**src/rtl/i2c_bt_pkg.sv**
```systemverilog
package i2c_bt_pkg;

    // Registered per-cycle timing outputs of the phase generator
    typedef struct packed {
        logic scl;
        logic launch;
        logic sample;
    } bt_tick_t;

    localparam bt_tick_t TICK_IDLE = '{scl: 1'b1, launch: 1'b0, sample: 1'b0};

endpackage

```
**src/rtl/i2c_bt_delay_hold.sv**
```systemverilog
module i2c_bt_delay_hold #(
    parameter int DEL_W   = 16,
    parameter int RST_DEL = 30
) (
    input  logic               clk,
    input  logic               rst_n,
    input  logic               load_i,
    input  logic [2*DEL_W-1:0] word_i,
    output logic [DEL_W-1:0]   fall_o,
    output logic [DEL_W-1:0]   rise_o
);

    typedef struct packed {
        logic [DEL_W-1:0] fall;
        logic [DEL_W-1:0] rise;
    } hold_t;

    hold_t hold_d, hold_q;

    always_comb begin
        hold_d = hold_q;
        if (load_i) begin
            hold_d.fall = word_i[2*DEL_W-1:DEL_W];
            hold_d.rise = word_i[DEL_W-1:0];
        end
    end

    always_ff @(posedge clk or negedge rst_n) begin
        if (!rst_n) begin
            hold_q.fall <= DEL_W'(RST_DEL);
            hold_q.rise <= DEL_W'(RST_DEL);
        end else begin
            hold_q <= hold_d;
        end
    end

    assign fall_o = hold_q.fall;
    assign rise_o = hold_q.rise;

    AST_WORD_SPLIT: assert property (@(posedge clk) disable iff (!rst_n) load_i |=> (fall_o == $past(word_i[2*DEL_W-1:DEL_W])) && (rise_o == $past(word_i[DEL_W-1:0])));

endmodule

```
**src/rtl/i2c_bt_phase_gen.sv**
```systemverilog
module i2c_bt_phase_gen
    import i2c_bt_pkg::*;
#(
    parameter int DIV_W = 16,
    parameter int DEL_W = 16
) (
    input  logic             clk,
    input  logic             rst_n,
    input  logic             en_i,
    input  logic [DIV_W-1:0] div_i,
    input  logic [DEL_W-1:0] fall_del_i,
    input  logic [DEL_W-1:0] rise_del_i,
    output bt_tick_t         tick_o,
    output bt_tick_t         tick_nx_o
);

    localparam int XW = ((DIV_W > DEL_W) ? DIV_W : DEL_W) + 1;
    localparam logic [DIV_W-1:0] DIV_LO  = DIV_W'(2);
    localparam logic [DIV_W-1:0] DIV_HI  = {{(DIV_W-1){1'b1}}, 1'b0};
    localparam logic [DIV_W-1:0] CNT_ONE = DIV_W'(1);

    typedef struct packed {
        logic             run;
        logic [DIV_W-1:0] cnt;
        logic [DIV_W-1:0] div;
        logic [DIV_W-1:0] half;
        logic [DIV_W-1:0] fdl;
        logic [DIV_W-1:0] rdl;
        logic [DIV_W:0]   smp_at;
        bt_tick_t         tk;
    } st_t;

    st_t st_d, st_q;

    logic             start;
    logic [DIV_W-1:0] div_c;
    logic [DIV_W-1:0] half_c;
    logic [DIV_W-1:0] fdl_c;
    logic [DIV_W-1:0] rdl_c;

    function automatic logic [DIV_W-1:0] fit_div(input logic [DIV_W-1:0] v);
        if (v < DIV_LO) return DIV_LO;
        if (v > DIV_HI) return DIV_HI;
        return v;
    endfunction

    function automatic logic [DIV_W-1:0] fit_del(input logic [DEL_W-1:0] v,
                                                 input logic [DIV_W-1:0] lim);
        logic [XW-1:0] vx;
        logic [XW-1:0] lx;
        vx = XW'(v);
        lx = XW'(lim);
        if (v == '0) return CNT_ONE;
        if (vx > lx) return lim;
        return DIV_W'(vx);
    endfunction

    always_comb begin
        div_c  = fit_div(div_i);
        half_c = div_c >> 1;
        fdl_c  = fit_del(fall_del_i, half_c);
        rdl_c  = fit_del(rise_del_i, half_c);
        start  = !st_q.run || (st_q.cnt == st_q.div - CNT_ONE);

        st_d = st_q;
        if (!en_i) begin
            st_d.run = 1'b0;
            st_d.cnt = '0;
            st_d.tk  = TICK_IDLE;
        end else begin
            st_d.run = 1'b1;
            if (start) begin
                st_d.cnt    = '0;
                st_d.div    = div_c;
                st_d.half   = half_c;
                st_d.fdl    = fdl_c;
                st_d.rdl    = rdl_c;
                st_d.smp_at = {1'b0, half_c} + {1'b0, rdl_c};
            end else begin
                st_d.cnt = st_q.cnt + CNT_ONE;
            end
            st_d.tk.scl    = (st_d.cnt >= st_d.half);
            st_d.tk.launch = !start && (st_d.cnt == st_q.fdl);
            // a sample landing exactly on the period end belongs to the next cycle 0
            st_d.tk.sample = start ? (st_q.run && (st_q.smp_at == {1'b0, st_q.div}))
                                   : ({1'b0, st_d.cnt} == st_q.smp_at);
        end
    end

    always_ff @(posedge clk or negedge rst_n) begin
        if (!rst_n) begin
            st_q.run    <= 1'b0;
            st_q.cnt    <= '0;
            st_q.div    <= DIV_LO;
            st_q.half   <= CNT_ONE;
            st_q.fdl    <= CNT_ONE;
            st_q.rdl    <= CNT_ONE;
            st_q.smp_at <= {1'b0, DIV_LO};
            st_q.tk     <= TICK_IDLE;
        end else begin
            st_q <= st_d;
        end
    end

    assign tick_o    = st_q.tk;
    assign tick_nx_o = st_d.tk;

    AST_CNT_IN_PERIOD: assert property (@(posedge clk) disable iff (!rst_n) st_q.run |-> (st_q.cnt < st_q.div));
    AST_DIV_RANGE: assert property (@(posedge clk) disable iff (!rst_n) st_q.run |-> (st_q.div >= DIV_LO) && (st_q.div <= DIV_HI));
    AST_DEL_LIMIT: assert property (@(posedge clk) disable iff (!rst_n) st_q.run |-> (st_q.fdl <= st_q.half) && (st_q.rdl <= st_q.half));
    AST_DEL_NONZERO: assert property (@(posedge clk) disable iff (!rst_n) st_q.run |-> (st_q.fdl != '0) && (st_q.rdl != '0));
    AST_HOLD_MIDPERIOD: assert property (@(posedge clk) disable iff (!rst_n) (st_q.run && (st_q.cnt != '0)) |-> $stable(st_q.div) && $stable(st_q.fdl) && $stable(st_q.rdl));
    AST_IDLE_STATE: assert property (@(posedge clk) disable iff (!rst_n) !en_i |=> (tick_o == TICK_IDLE) && (st_q.cnt == '0));

endmodule

```
**src/rtl/i2c_bit_timer.sv**
```systemverilog
module i2c_bit_timer
    import i2c_bt_pkg::*;
#(
    parameter int DIV_W   = 16,
    parameter int DEL_W   = 16,
    parameter int RST_DEL = 30
) (
    input  logic               clk,
    input  logic               rst_n,
    input  logic               enable_i,
    input  logic [DIV_W-1:0]   div_i,
    input  logic [2*DEL_W-1:0] del_word_i,
    input  logic               del_load_i,
    input  logic               tx_bit_i,
    input  logic               sda_in_i,
    output logic               scl_o,
    output logic               sda_o,
    output logic               launch_o,
    output logic               sample_o,
    output logic               rx_bit_o
);

    logic [DEL_W-1:0] fall_del;
    logic [DEL_W-1:0] rise_del;
    bt_tick_t         tk;
    bt_tick_t         tk_nx;

    typedef struct packed {
        logic sda;
        logic rx;
    } io_t;

    io_t io_d, io_q;

    i2c_bt_delay_hold #(
        .DEL_W   (DEL_W),
        .RST_DEL (RST_DEL)
    ) u_hold (
        .clk    (clk),
        .rst_n  (rst_n),
        .load_i (del_load_i),
        .word_i (del_word_i),
        .fall_o (fall_del),
        .rise_o (rise_del)
    );

    i2c_bt_phase_gen #(
        .DIV_W (DIV_W),
        .DEL_W (DEL_W)
    ) u_phase (
        .clk        (clk),
        .rst_n      (rst_n),
        .en_i       (enable_i),
        .div_i      (div_i),
        .fall_del_i (fall_del),
        .rise_del_i (rise_del),
        .tick_o     (tk),
        .tick_nx_o  (tk_nx)
    );

    always_comb begin
        io_d = io_q;
        if (tk_nx.launch) io_d.sda = tx_bit_i;
        if (tk_nx.sample) io_d.rx  = sda_in_i;
    end

    always_ff @(posedge clk or negedge rst_n) begin
        if (!rst_n) begin
            io_q.sda <= 1'b1;
            io_q.rx  <= 1'b0;
        end else begin
            io_q <= io_d;
        end
    end

    assign scl_o    = tk.scl;
    assign launch_o = tk.launch;
    assign sample_o = tk.sample;
    assign sda_o    = io_q.sda;
    assign rx_bit_o = io_q.rx;

    AST_LAUNCH_OFF_FALL: assert property (@(posedge clk) disable iff (!rst_n) $fell(scl_o) |-> !launch_o);
    AST_SAMPLE_OFF_RISE: assert property (@(posedge clk) disable iff (!rst_n) $rose(scl_o) |-> !sample_o);
    AST_LAUNCH_PULSE: assert property (@(posedge clk) disable iff (!rst_n) launch_o |=> !launch_o);
    AST_SAMPLE_PULSE: assert property (@(posedge clk) disable iff (!rst_n) sample_o |=> !sample_o);
    AST_RX_HOLD: assert property (@(posedge clk) disable iff (!rst_n) !sample_o |-> $stable(rx_bit_o));
    AST_SDA_HOLD: assert property (@(posedge clk) disable iff (!rst_n) !launch_o |-> $stable(sda_o));
    AST_DISABLED_QUIET: assert property (@(posedge clk) disable iff (!rst_n) !enable_i |=> scl_o && !launch_o && !sample_o);

endmodule

```
**config.mk**
```make
export PLATFORM = sky130hd
export DESIGN_NAME = i2c_bit_timer
export DESIGN_NICKNAME = d
export VERILOG_FILES = /design/src/rtl/i2c_bt_pkg.sv /design/src/rtl/i2c_bt_delay_hold.sv /design/src/rtl/i2c_bt_phase_gen.sv /design/src/rtl/i2c_bit_timer.sv
export SDC_FILE = /design/constraint.sdc
export NUM_CORES = 1
export LEC_CHECK = 0
export ABC_AREA = 1
export BUFFER_PORTS_ARGS = -buffer_cell sky130_fd_sc_hd__buf_2
export CAP_MARGIN = 25
export CORE_ASPECT_RATIO = 0.9
export CORE_MARGIN = 3
export CORE_UTILIZATION = 38
export CTS_BUF_LIST = sky130_fd_sc_hd__clkbuf_4 sky130_fd_sc_hd__clkbuf_8
export DETAILED_ROUTE_END_ITERATION = 7
export PLACE_DENSITY = 0.58
export SYNTH_ARGS = -nofsm -noshare
export SYNTH_HDL_FRONTEND = slang
export SYNTH_HIERARCHICAL = 1
export SYNTH_SLANG_ARGS = --single-unit
```
**constraint.sdc**
```tcl
create_clock -name clk -period 4.32 [get_ports clk]
set_clock_uncertainty 0.15 [all_clocks]
set_input_delay 0.648 -clock clk [delete_from_list [all_inputs] [get_ports clk]]
set_output_delay 0.648 -clock clk [all_outputs]
set_load 0.05 [all_outputs]
```
==> run metrics <==
detailed-route vias per instance=5.22; wl on met1=12,700 um; Initial Utilization=0.395; Reg clk slew, reported paths=0.09 ns; Worst setup EP type=register; YS warnings=6; cells after synthesis=1,194; synthesized net count=1,312; Routed WL per cell=17.2 um; max-cap viol count=0; Core Area=22,100 um2; slew of the pin with the lowest slew margin=0.900 ns; Worst R2R End=u_phase/tick_o[2]$_DFF_PN1_; Layout Nets=1,406; routed vias=8,311; CTS Sinks=119; Setup CP Type=input port to register; WL final=27,400 um; CP Launch Type=input port; Pre-antenna DRT Iters=5; I/O Buffers=58; met2 wire len=12,200 um; Worst path slowest cell=nor4_2; vias in the first global route=8,038; Worst-Skew Late Latency=0.46 ns; Worst Path Arrival=4.22 ns; Fin. Hold Viols=0; Row Count=51; Post-DP HPWL=21,600 um; Remaining Overflow, GRT=0; Most common cell on crit path=nand2_1; Global Route Usage Sum=0.229; worst vdd ir=0.198 mV; Root Buffer=clkbuf_8; Die X=166 um; crit path from=div_i[15]; Max Slew Vio Count=0; Rel. slew slack=0.400; register-to-register setup slack=0.50 ns; # diodes=0; Die ar.=24,800 um2; maximum fanout along the worst path=12; P_leak=5.16 nW; reg2reg path depth=27; Die Ht=150 um; Synth-to-Final Area Change=14.4%; critical path endpoint=u_phase/st_q[18]$_DFFE_PN0P_; Top Metal Used=met4; layout cells sized above 1=0.182; fin util=0.452; unrepaired setup endpoints after global routing=true; CTS tree=built; Avg Synthesized Cell Area=7.31 um2; Met3 Wirelength=1990 um; Pwr Density=347 nW/um2; final worst path period need=4.06 ns; clk buf depth=2; gpl congestion=0.935; outcome=completed; global-route wire length before repair=44,400 um; Worst EP required=4.48 ns; DRC viols=0; HP Class=input port to async pin; Final period util=0.940; Worst R2R Start=u_phase/st_q[68]$_DFFE_PN0P_; initial antenna violation count=0; pin count of the biggest net entering global routing=68; max frequency=246 MHz; DRT iter0 DRCs=666; Routed Antenna Nets=0; Cell Area, Synth=8720 um2; Final setup viols=0; hold_ws=0.132 ns; max incr delay on CP=0.26 ns; Num CTS Buffers=17; setup bufs post-CTS=0; I/O pin cnt=59; Post-CTS Hold Buffers=0; Post-Route Setup TNS=0 ns; htree depth=4
## registers in the layout (all words and copies together) (netlist names)
signal	count
u_hold/rise_o	16
u_hold/fall_o	16
sda_o	1
u_phase/tick_o	3
u_phase/st_q	82
rx_bit_o	1
## layer usage
metal / global-route usage / up-vias
li1: - / 4075
met1: 0.322 / 3906
met2: 0.358 / 285
met3: 0.0520 / 45
met4: 0.0570 / 0
met5: 0 / -
## stage by stage
stage	std cells	setup slack [ns]	total power [mW]	area (um2)
after floorplan	1194	0.0717	2.05	8720
after global placement	1560	-0.111	2.44	9570
after detailed placement	1560	-0.238	2.46	9570
after CTS	1592	0.206	3.46	9950
after global routing	1592	-0.0462	3.69	9980
final	1592	0.261	3.46	9980
## layout by cell type, fill, tap and decap left out, types with 4 or more instances in the layout
cell type	count
o21bai_1	15
clkbuf_8	17
xor2_1	19
dfstp_2	14
a21o_1	4
inv_2	13
xnor2_1	18
a211oi_1	5
o2111ai_1	4
ha_1	63
nor3_1	10
buf_2	57
nor2_2	16
nor2_1	107
nand4_1	28
o21ai_0	63
nand2_2	13
dfrtp_1	105
nor4_1	14
nand3_2	9
clkinv_4	6
inv_1	146
o211ai_1	7
o22ai_1	15
nand2_1	303
buf_4	71
nand3_1	46
a21oi_1	67
## timing repair
action	in CTS	in global routing
endpoints found under the setup margin	0	9
endpoints found under the hold margin	0	0
resized for setup	0	8
## power breakdown
group | switching, mW | total (mW) | leakage [nW] | internal, mW
combinational | 0.579 | 1.00 | 3.54 | 0.424
clock | 0.529 | 0.994 | 0.189 | 0.465
sequential | 0.202 | 1.46 | 1.43 | 1.26
## how the worst min path moves through the flow
| stage | startpoint | to | slack, ns | depth (start not counted) |
|---|---|---|---|---|
| 6_report | rst_n | u_hold/rise_o[10]$_DFFE_PN0P_ | 0.13 | 1 |
| 5_1_grt | enable_i | u_phase/st_q[100]$_DFF_PN0_ | 0.18 | 1 |
| 4_1_cts | enable_i | u_phase/st_q[100]$_DFF_PN0_ | 0.17 | 1 |
| 3_5_place_dp | u_phase/st_q[66]$_DFFE_PN0P_ | u_phase/st_q[66]$_DFFE_PN0P_ | 0.31 | 2 |
| 3_3_place_gp | u_phase/st_q[66]$_DFFE_PN0P_ | u_phase/st_q[66]$_DFFE_PN0P_ | 0.30 | 2 |
| 2_1_floorplan | rst_n | rx_bit_o$_DFFE_PN0P_ | 0.20 | 0 |
## layout make-up
cell class                      count  area, um2
Fill cell                        2314      12100
Multi-Input combinational cell    861       4810
Sequential cell                   119       3000
Timing Repair Buffer              128        818
Inverter                          161        612
Tap cell                          291        364
Clock buffer                       17        234
Clock inverter                     15        145
## worst max-delay path: cells and delay by family
family,cells,cell delay (ns)
AOI/OAI and AO/OA,10,1.18
and+or+nand+nor,11,1.14
buffers and inverters,7,0.83
adders and majority gates,2,0.40
No activity file was read; power rests on OpenSTA's default activity.
